<file path="src/rtl/hdr_dec_pkg.sv">
package hdr_dec_pkg;

    localparam int TILE_W   = 128;
    localparam int BASE_W   = 8;
    localparam int CODE_W   = 4;
    localparam int CHR_W    = 7;
    localparam int CHR_FRAC = 7;
    localparam int QUADS    = 4;
    localparam int QPIX     = 4;
    localparam int CHAN     = 3;

    localparam int LUM_W    = BASE_W + CODE_W;
    localparam int GRN_W    = CHR_W + 1;
    localparam int REC_W    = 2 * CHR_W + QPIX * CODE_W;
    localparam int QIDX_W   = $clog2(QUADS);
    localparam int PROD_W   = LUM_W + GRN_W;

    localparam int HALF_W   = 16;
    localparam int HEXP_W   = 5;
    localparam int HMAN_W   = 10;
    localparam int HBIAS    = 15;
    localparam int PIX_W    = CHAN * HALF_W;
    localparam int QUAD_W   = QPIX * PIX_W;

    typedef enum logic {
        ST_IDLE,
        ST_ISSUE
    } iss_state_t;

    typedef struct packed {
        logic [CHR_W-1:0]                 red;
        logic [CHR_W-1:0]                 blue;
        logic [QPIX-1:0][CODE_W-1:0]      codes;
    } quad_rec_t;

    // Exact fixed-point product (CHR_FRAC fraction bits) to half precision,
    // round to nearest even. The operand range keeps results normal.
    function automatic logic [HALF_W-1:0] fx_to_half(input logic [PROD_W-1:0] fx);
        int                     msb;
        int                     ex;
        logic [PROD_W-1:0]      norm;
        logic [HMAN_W:0]        keep;
        logic                   guard;
        logic                   sticky;
        logic [HMAN_W+1:0]      sum;
        logic [HMAN_W-1:0]      mant;
        msb = 0;
        for (int i = 0; i < PROD_W; i++) begin
            if (fx[i]) msb = i;
        end
        norm   = fx << (PROD_W - 1 - msb);
        keep   = norm[PROD_W-1 -: HMAN_W+1];
        guard  = norm[PROD_W-HMAN_W-2];
        sticky = |norm[PROD_W-HMAN_W-3:0];
        sum    = {1'b0, keep} + (HMAN_W+2)'(guard & (sticky | keep[0]));
        ex     = msb - CHR_FRAC + HBIAS;
        if (sum[HMAN_W+1]) begin
            ex   = ex + 1;
            mant = sum[HMAN_W:1];
        end else begin
            mant = sum[HMAN_W-1:0];
        end
        if (fx == '0) begin
            return '0;
        end
        return {1'b0, ex[HEXP_W-1:0], mant};
    endfunction

endpackage

</file>
<file path="src/rtl/hdr_issue_fsm.sv">
module hdr_issue_fsm
    import hdr_dec_pkg::*;
(
    input  logic                  clk,
    input  logic                  rst_n,
    input  logic                  in_valid,
    input  logic [TILE_W-1:0]     in_tile,
    output logic                  in_ready,
    output logic                  iss_valid,
    output logic [QIDX_W-1:0]     iss_idx,
    output logic [BASE_W-1:0]     iss_base,
    output quad_rec_t             iss_rec
);

    localparam logic [QIDX_W-1:0] LAST_Q = QIDX_W'(QUADS - 1);

    iss_state_t          state_q;
    iss_state_t          state_d;
    logic [TILE_W-1:0]   tile_q;
    logic [QIDX_W-1:0]   qcnt_q;
    logic                take;
    int                  rec_lsb;

    // State register
    always_ff @(posedge clk or negedge rst_n) begin
        if (!rst_n) begin
            state_q <= ST_IDLE;
        end else begin
            state_q <= state_d;
        end
    end

    // Held tile and quad counter
    always_ff @(posedge clk or negedge rst_n) begin
        if (!rst_n) begin
            tile_q <= '0;
            qcnt_q <= '0;
        end else if (take) begin
            tile_q <= in_tile;
            qcnt_q <= '0;
        end else if (state_q == ST_ISSUE) begin
            qcnt_q <= qcnt_q + 1'b1;
        end
    end

    // Next state and outputs
    always_comb begin
        state_d   = state_q;
        in_ready  = 1'b0;
        iss_valid = 1'b0;
        unique case (state_q)
            ST_IDLE: begin
                in_ready = 1'b1;
                if (in_valid) state_d = ST_ISSUE;
            end
            ST_ISSUE: begin
                iss_valid = 1'b1;
                in_ready  = (qcnt_q == LAST_Q);
                if (qcnt_q == LAST_Q && !in_valid) state_d = ST_IDLE;
            end
            default: state_d = ST_IDLE;
        endcase
        take = in_valid && in_ready;
    end

    assign rec_lsb  = TILE_W - BASE_W - REC_W * (int'(qcnt_q) + 1);
    assign iss_idx  = qcnt_q;
    assign iss_base = tile_q[TILE_W-1 -: BASE_W];
    assign iss_rec  = quad_rec_t'(tile_q[rec_lsb +: REC_W]);


    accept_starts_chk: assert property (@(posedge clk) disable iff (!rst_n)
        (in_valid && in_ready) |=> (iss_valid && iss_idx == '0));


    issue_step_chk: assert property (@(posedge clk) disable iff (!rst_n)
        (iss_valid && iss_idx != LAST_Q) |=> (iss_valid && iss_idx == $past(iss_idx) + 1'b1));

endmodule

</file>
<file path="src/rtl/hdr_lum_stage.sv">
module hdr_lum_stage
    import hdr_dec_pkg::*;
(
    input  logic                            clk,
    input  logic                            rst_n,
    input  logic                            iss_valid,
    input  logic [QIDX_W-1:0]               iss_idx,
    input  logic [BASE_W-1:0]               iss_base,
    input  quad_rec_t                       iss_rec,
    output logic                            s1_valid,
    output logic [QIDX_W-1:0]               s1_idx,
    output logic [QPIX-1:0][LUM_W-1:0]      s1_lum,
    output logic [CHAN-1:0][GRN_W-1:0]      s1_chr
);

    localparam logic [GRN_W-1:0] UNITY = GRN_W'(1 << CHR_FRAC);

    logic [GRN_W-1:0]               rb_sum;
    logic [GRN_W-1:0]               green;
    logic [QPIX-1:0][LUM_W-1:0]     lum;

    always_comb begin
        rb_sum = GRN_W'(iss_rec.red) + GRN_W'(iss_rec.blue);
        green  = (rb_sum > UNITY) ? '0 : (UNITY - rb_sum);
    end

    for (genvar p = 0; p < QPIX; p++) begin : g_pix
        assign lum[p] = (LUM_W'(iss_base) << CODE_W) + LUM_W'(iss_rec.codes[QPIX-1-p]);
    end

    always_ff @(posedge clk or negedge rst_n) begin
        if (!rst_n) begin
            s1_valid <= 1'b0;
            s1_idx   <= '0;
            s1_lum   <= '0;
            s1_chr   <= '0;
        end else begin
            s1_valid  <= iss_valid;
            s1_idx    <= iss_idx;
            s1_lum    <= lum;
            s1_chr[2] <= GRN_W'(iss_rec.red);
            s1_chr[1] <= green;
            s1_chr[0] <= GRN_W'(iss_rec.blue);
        end
    end


    green_sum_chk: assert property (@(posedge clk) disable iff (!rst_n)
        (s1_valid && s1_chr[1] != '0) |->
        ((9'(s1_chr[2]) + 9'(s1_chr[1]) + 9'(s1_chr[0])) == 9'(UNITY)));

endmodule

</file>
<file path="src/rtl/hdr_mul_stage.sv">
module hdr_mul_stage
    import hdr_dec_pkg::*;
(
    input  logic                                    clk,
    input  logic                                    rst_n,
    input  logic                                    s1_valid,
    input  logic [QIDX_W-1:0]                       s1_idx,
    input  logic [QPIX-1:0][LUM_W-1:0]              s1_lum,
    input  logic [CHAN-1:0][GRN_W-1:0]              s1_chr,
    output logic                                    s2_valid,
    output logic [QIDX_W-1:0]                       s2_idx,
    output logic [QPIX-1:0][CHAN-1:0][PROD_W-1:0]   s2_prod
);

    logic [QPIX-1:0][CHAN-1:0][PROD_W-1:0] prod;

    for (genvar p = 0; p < QPIX; p++) begin : g_pix
        for (genvar c = 0; c < CHAN; c++) begin : g_chan
            assign prod[p][c] = PROD_W'(s1_lum[p]) * PROD_W'(s1_chr[c]);
        end
    end

    always_ff @(posedge clk or negedge rst_n) begin
        if (!rst_n) begin
            s2_valid <= 1'b0;
            s2_idx   <= '0;
            s2_prod  <= '0;
        end else begin
            s2_valid <= s1_valid;
            s2_idx   <= s1_idx;
            s2_prod  <= prod;
        end
    end


    zero_lum_chk: assert property (@(posedge clk) disable iff (!rst_n)
        (s1_valid && s1_lum[0] == '0) |=> (s2_prod[0] == '0));

endmodule

</file>
<file path="src/rtl/hdr_pack_stage.sv">
module hdr_pack_stage
    import hdr_dec_pkg::*;
(
    input  logic                                    clk,
    input  logic                                    rst_n,
    input  logic                                    s2_valid,
    input  logic [QIDX_W-1:0]                       s2_idx,
    input  logic [QPIX-1:0][CHAN-1:0][PROD_W-1:0]   s2_prod,
    output logic                                    out_valid,
    output logic [QIDX_W-1:0]                       out_quad,
    output logic [QUAD_W-1:0]                       out_pix
);

    logic [QUAD_W-1:0] packed_d;

    for (genvar p = 0; p < QPIX; p++) begin : g_pix
        for (genvar c = 0; c < CHAN; c++) begin : g_chan
            assign packed_d[p*PIX_W + c*HALF_W +: HALF_W] = fx_to_half(s2_prod[p][c]);


            no_subnormal_chk: assert property (@(posedge clk) disable iff (!rst_n)
                (out_valid && out_pix[p*PIX_W + c*HALF_W + HMAN_W +: HEXP_W] == '0) |->
                (out_pix[p*PIX_W + c*HALF_W +: HMAN_W] == '0));
        end
    end

    always_ff @(posedge clk or negedge rst_n) begin
        if (!rst_n) begin
            out_valid <= 1'b0;
            out_quad  <= '0;
            out_pix   <= '0;
        end else begin
            out_valid <= s2_valid;
            out_quad  <= s2_idx;
            out_pix   <= packed_d;
        end
    end

endmodule

</file>
<file path="src/rtl/hdr_tile_decoder.sv">
module hdr_tile_decoder
    import hdr_dec_pkg::*;
(
    input  logic            clk,
    input  logic            rst_n,
    input  logic            in_valid,
    output logic            in_ready,
    input  logic [127:0]    in_tile,
    output logic            out_valid,
    output logic [1:0]      out_quad,
    output logic [191:0]    out_pix
);

    logic                                   iss_valid;
    logic [QIDX_W-1:0]                      iss_idx;
    logic [BASE_W-1:0]                      iss_base;
    quad_rec_t                              iss_rec;
    logic                                   s1_valid;
    logic [QIDX_W-1:0]                      s1_idx;
    logic [QPIX-1:0][LUM_W-1:0]             s1_lum;
    logic [CHAN-1:0][GRN_W-1:0]             s1_chr;
    logic                                   s2_valid;
    logic [QIDX_W-1:0]                      s2_idx;
    logic [QPIX-1:0][CHAN-1:0][PROD_W-1:0]  s2_prod;

    hdr_issue_fsm u_issue (
        .clk       (clk),
        .rst_n     (rst_n),
        .in_valid  (in_valid),
        .in_tile   (in_tile),
        .in_ready  (in_ready),
        .iss_valid (iss_valid),
        .iss_idx   (iss_idx),
        .iss_base  (iss_base),
        .iss_rec   (iss_rec)
    );

    hdr_lum_stage u_lum (
        .clk       (clk),
        .rst_n     (rst_n),
        .iss_valid (iss_valid),
        .iss_idx   (iss_idx),
        .iss_base  (iss_base),
        .iss_rec   (iss_rec),
        .s1_valid  (s1_valid),
        .s1_idx    (s1_idx),
        .s1_lum    (s1_lum),
        .s1_chr    (s1_chr)
    );

    hdr_mul_stage u_mul (
        .clk       (clk),
        .rst_n     (rst_n),
        .s1_valid  (s1_valid),
        .s1_idx    (s1_idx),
        .s1_lum    (s1_lum),
        .s1_chr    (s1_chr),
        .s2_valid  (s2_valid),
        .s2_idx    (s2_idx),
        .s2_prod   (s2_prod)
    );

    hdr_pack_stage u_pack (
        .clk       (clk),
        .rst_n     (rst_n),
        .s2_valid  (s2_valid),
        .s2_idx    (s2_idx),
        .s2_prod   (s2_prod),
        .out_valid (out_valid),
        .out_quad  (out_quad),
        .out_pix   (out_pix)
    );


    latency_chk: assert property (@(posedge clk) disable iff (!rst_n)
        iss_valid |-> ##3 (out_valid && out_quad == $past(iss_idx, 3)));


    out_step_chk: assert property (@(posedge clk) disable iff (!rst_n)
        (out_valid && out_quad != 2'd3) |=> (out_valid && out_quad == $past(out_quad) + 2'd1));

endmodule

</file>
<file path="config.mk">
export PLATFORM = sky130hd
export DESIGN_NAME = hdr_tile_decoder
export DESIGN_NICKNAME = d
export VERILOG_FILES = /design/src/rtl/hdr_dec_pkg.sv /design/src/rtl/hdr_issue_fsm.sv /design/src/rtl/hdr_lum_stage.sv /design/src/rtl/hdr_mul_stage.sv /design/src/rtl/hdr_pack_stage.sv /design/src/rtl/hdr_tile_decoder.sv
export SDC_FILE = /design/constraint.sdc
export NUM_CORES = 2
export LEC_CHECK = 0
export ABC_AREA = 1
export CAP_MARGIN = 10
export CORE_ASPECT_RATIO = 0.8
export CORE_MARGIN = 8
export CORE_UTILIZATION = 34
export CTS_CLUSTER_SIZE = 12
export DETAILED_ROUTE_END_ITERATION = 8
export GPL_TIMING_DRIVEN = 0
export PLACE_DENSITY = 0.56
export SYNTH_ARGS = -nofsm -noshare
export SYNTH_HDL_FRONTEND = slang
export SYNTH_HIERARCHICAL = 1
export SYNTH_SLANG_ARGS = --single-unit
</file>
<file path="constraint.sdc">
create_clock -name clk -period 6.8 [get_ports clk]
set_input_delay 0.68 -clock clk [delete_from_list [all_inputs] [get_ports clk]]
set_output_delay 0.68 -clock clk [all_outputs]
set_load 0.005 [all_outputs]
</file>
; Yosys cells after proc, flatten, opt, wreduce, memory -nomap -nowiden
; Cells that the tools add are included.
[totals]
reg_bits = 642
inputBits = 131
output_inout_bits = 196
elab_cells = 475
[op_classes]
n_addsub = 69
multipliers = 13
magnitude_cmp = 1
n_eq_ne = 1
shift = 13
n_mux = 296
n_bitwise = 25
n_reduce_logical = 28
[ops]
columns = operator, n
row1 = $mux 32, 18
row2 = $mux 16, 24
row3 = $shl 20x32->20, 12
row4 = $mux 4, 88
row5 = $mux 5, 56
row6 = $logic_not 20->1, 12
row7 = $mul 12x7->19, 8
row8 = $add 11x12->12, 12
row9 = $and 1x12->12, 12
row10 = $mux 3, 44
row11 = $shiftx 128x32->30, 1
row12 = $mux 10, 12
row13 = $reduce_or 8->1, 12
row14 = $mul 12x8->20, 4
row15 = $sub 5x5->6 const A, 11
row16 = $add 5x2->5 const B, 12
row17 = $add 5x5->5 const B, 12
row18 = $sub 5x3->5 const B, 11
row19 = $add 12x4->12, 4
row20 = $mux 2, 24
row21 = $mul 5x32->31 const A, 1
row22 = $sub 6x32->32 const A, 1
row23 = $sub 8x32->32 const A, 1
row24 = $mux 1, 27
row25 = 14 further kinds, 27

; Logic depth before layout (Yosys ltp)
[depth]
ltp_word = 27
ltp_mapped = 38
depth_no_buf = 37

; Modules after synthesis
; The synthesis kept the hierarchy.
[modules_own_cells]
columns = module, n_inst, cells_per_inst, area_per_inst_um2, seq_area_each_um2
row1 = hdr_mul_stage, 1, 6888, 47979.8, 6080.8
row2 = hdr_pack_stage, 1, 5088, 27732.8, 4579.4
row3 = hdr_issue_fsm, 1, 1713, 10164.7, 3278.1
row4 = hdr_lum_stage, 1, 175, 2031.9, 1226.2

; Worst setup path after synthesis
; No wires, ideal clock.
[synth_path]
path_kind = reg-to-reg
from = register, netlist name u_lum/s1_lum[6]
to = register, netlist name u_mul/s2_prod[159]
setup_ns = 0.116
arrival_time_ns = 4.072
required_ns = 6.684
slack_ns = 2.612
path_stages_with_launch = 22
path_buffers = 2
synth_period_minus_slack_ns = 4.188
cell_sequence = dfrtp_1 -> buf_4 -> clkbuf_1 -> nand2_1 -> inv_1 -> fa_1 -> inv_1 -> fa_1 -> inv_1 -> fa_1 -> inv_1 -> fa_1 -> inv_1 -> ha_1 -> nand2_1 -> inv_1 -> nand2_1 -> nand2_1 -> a21oi_1 -> nand2_1 -> nand2_1 -> nand2_1

==> reports/qor.csv <==
metric;value;unit
P&R area growth vs syn;11.76;%
CTS Buffer Depth;3;
first-pass GRT wire length;497.6;mm
status;finished, final reports clean;
initial antenna violation count;6;
# DRC;0;
ys async rst share;100.0;%
largest net degree at the start of global routing;108;
setup tns final;0;ns
Synth area leaders;nand2_1 (20%), dfrtp_1 (17%), fa_1 (16%);
# IOs;327;
reg2reg path depth;19;
share of the synthesized area in the top cell type;20.24;%
DRT Pass-1 Iters;6;
critical path type;reg2reg;
clock latency on the worst-skew pair;0.71;ns
CTS buffer count;78;
Filler cells;28391;
gp weighted congestion;1.026;
Hold Slack;0.3491;ns
Critical Path End Type;flop;
drt total wl;325.5;mm
number of port buffers;314;
Reg clk slew, reported paths;0.06;ns
overall routing resource usage;23.17;%
Clock Skew;0.03910;ns
Overflow after GRT;0;
crit path from;u_lum/s1_lum[4];
Die Height;470.8;um
Setup Viol. Count Final;0;
core outline area;258100;um2
DP Area;95630;um2
Fmax;169.7;MHz
CP max FO;10;
vias;86020;
full die area;275200;um2
Worst Setup Start Kind;flop;
vias in the first global route;82448;
layout cells sized above 1;4.779;%
DR iter-0 viols;8738;
Least-Margin Pin Slew;1.383;ns
Initial Util;34.07;%
MaxCap Viol Count;0;
Synth Flop Type;dfrtp_1;
count leader, synth;nand2_1;
post-synth top area cell;nand2_1;
post-synthesis sequential area ratio;17.25;%
worst r2r dst;u_mul/s2_prod[179];
fin. max-slew vios;0;
CTS Sinks;606;
root buf cell;clkbuf_16;
worst setup path endpoint;u_mul/s2_prod[179];
synth unique cells;60;
crit path time final;5.894;ns
post-route ant nets;0;
Tcrit/Tclk final;86.67;%
WL/cell;18.28;um
Final Util;38.07;%
DP HPWL;267.9;mm
RSZ-0062 raised after global routing;no;
final hold viol count;0;
FF+latch count, synth;606;
footprint of the multi-input gates;57900;um2
r2r setup slk;0.91;ns
worst r2r src;u_lum/s1_lum[4];
commonest cells in the synthesized netlist;nand2_1 (4741), inv_1 (3097), nand3_1 (1563);
Via density;4.832;
Slew HR;7.778;%
CTS tree;done;
post-CTS setup buffer count;0;
Final nets;15698;
Required @ worst endpoint;7.42;ns
register area;15160;um2
final instance area;98250;um2
H-tree levels;3;
worst hold path type;reg2reg;
syn_area_per_cell;6.341;um2
Syn Std Cell Area;87910;um2
Crit path arrival time;6.51;ns
Ys Warns;6;
Rows;167;
die width;584.5;um
Mapped Cells;13864;
EDFF count, synth;0;
==> worst max-delay path: stages, from the launching register on <==
cell	delay [ns]
dfrtp_1	0.92
buf_4	0.32
clkbuf_1	0.87
nand2_1	0.19
fa_1	0.57
inv_1	0.05
fa_1	0.49
fa_1	0.57
inv_1	0.06
fa_1	0.56
inv_1	0.05
ha_1	0.38
nand2_1	0.10
nor2_1	0.12
nand3_1	0.10
nand2_2	0.11
nand2_1	0.08
nand2_1	0.07
nand2_1	0.05
nand2_1	0.14
==> kinds of logic after synthesis <==
family                     share of synthesized area (%)
AOI/OAI and AO/OA                                  3.389
xor gates and xnor gates                           1.913
adders and majority gates                          24.49
buffers and inverters                              16.93
DFF                                                17.25
other                                           0.008543
and+or+nand+nor                                    36.02
==> metal layers <==
metal	GRT usage (%)	wire length, um
met1	33.72	151000
met2	33.55	129800
met3	5.622	32680
met4	7.226	12040
met5	0	0
==> worst min path at each step <==
stage	from	to	slack, ns	cells after the start
after floorplan	u_lum/s1_idx[0]	u_mul/s2_idx[0]	0.33	0
after global placement	u_lum/s1_idx[1]	u_mul/s2_idx[1]	0.33	0
after detailed placement	u_mul/s2_valid	u_pack/out_valid	0.34	0
after CTS	u_mul/s2_idx[1]	u_pack/out_quad[1]	0.35	0
after global routing	u_lum/s1_idx[1]	u_mul/s2_idx[1]	0.37	0
final	u_mul/s2_idx[0]	u_pack/out_quad[0]	0.35	0
==> placed cells by master (no fill, tap or decap), types with 70 or more instances in the layout <==
cell | synthesis | layout
a21oi_1 | 260 | 260
buf_2 | 168 | 168
buf_4 | 70 | 70
clkbuf_1 | 267 | 280
clkbuf_16 | 0 | 79
clkdlybuf4s50_1 | 0 | 313
dfrtp_1 | 606 | 606
fa_1 | 721 | 721
ha_1 | 567 | 567
inv_1 | 3097 | 3097
nand2_1 | 4741 | 4741
nand3_1 | 1563 | 1563
nand4_1 | 84 | 84
nor2_1 | 732 | 732
nor3_1 | 82 | 82
o21ai_0 | 136 | 136
xnor2_1 | 95 | 95
xor2_1 | 97 | 97
==> registers in the layout (all words and copies together) (netlist names), 2 cells and up <==
register,count
u_issue/iss_idx,2
u_lum/s1_chr,22
u_pack/out_pix,180
u_issue/tile_q,128
u_pack/out_quad,2
u_mul/s2_prod,240
u_lum/s1_lum,24
u_mul/s2_idx,2
u_lum/s1_idx,2
==> stage by stage <==
| stage | worst slack [ns] | std cells |
|---|---|---|
| 2_1_floorplan | 2.612 | 13876 |
| 3_3_place_gp | -24.23 | 17654 |
| 3_5_place_dp | 1.160 | 17662 |
| 4_1_cts | 1.119 | 17799 |
| 5_1_grt | 0.7246 | 17800 |
| 6_report | 0.9063 | 17803 |
==> layout make-up <==
| cell class | count | area share, % |
|---|---|---|
| sequential | 606 | 15.44 |
| tap | 3464 | 4.412 |
| multi-input combinational | 9522 | 58.94 |
| inverter | 3162 | 12.09 |
| clock inverter | 34 | 0.4521 |
| antenna | 4 | 0.01019 |
| clock buffer | 102 | 2.192 |
| timing repair buffer | 323 | 3.409 |
| buffer | 586 | 3.065 |
==> repair_timing <==
| item | CTS | global route |
|---|---|---|
| endpoints found under the hold margin | 57 | 0 |
| hold buffers | 1 | 0 |
| resized for setup | 0 | 0 |
Power is not shown: default switching activity piles up to over one toggle a cycle in this logic, so the estimate is an artifact.
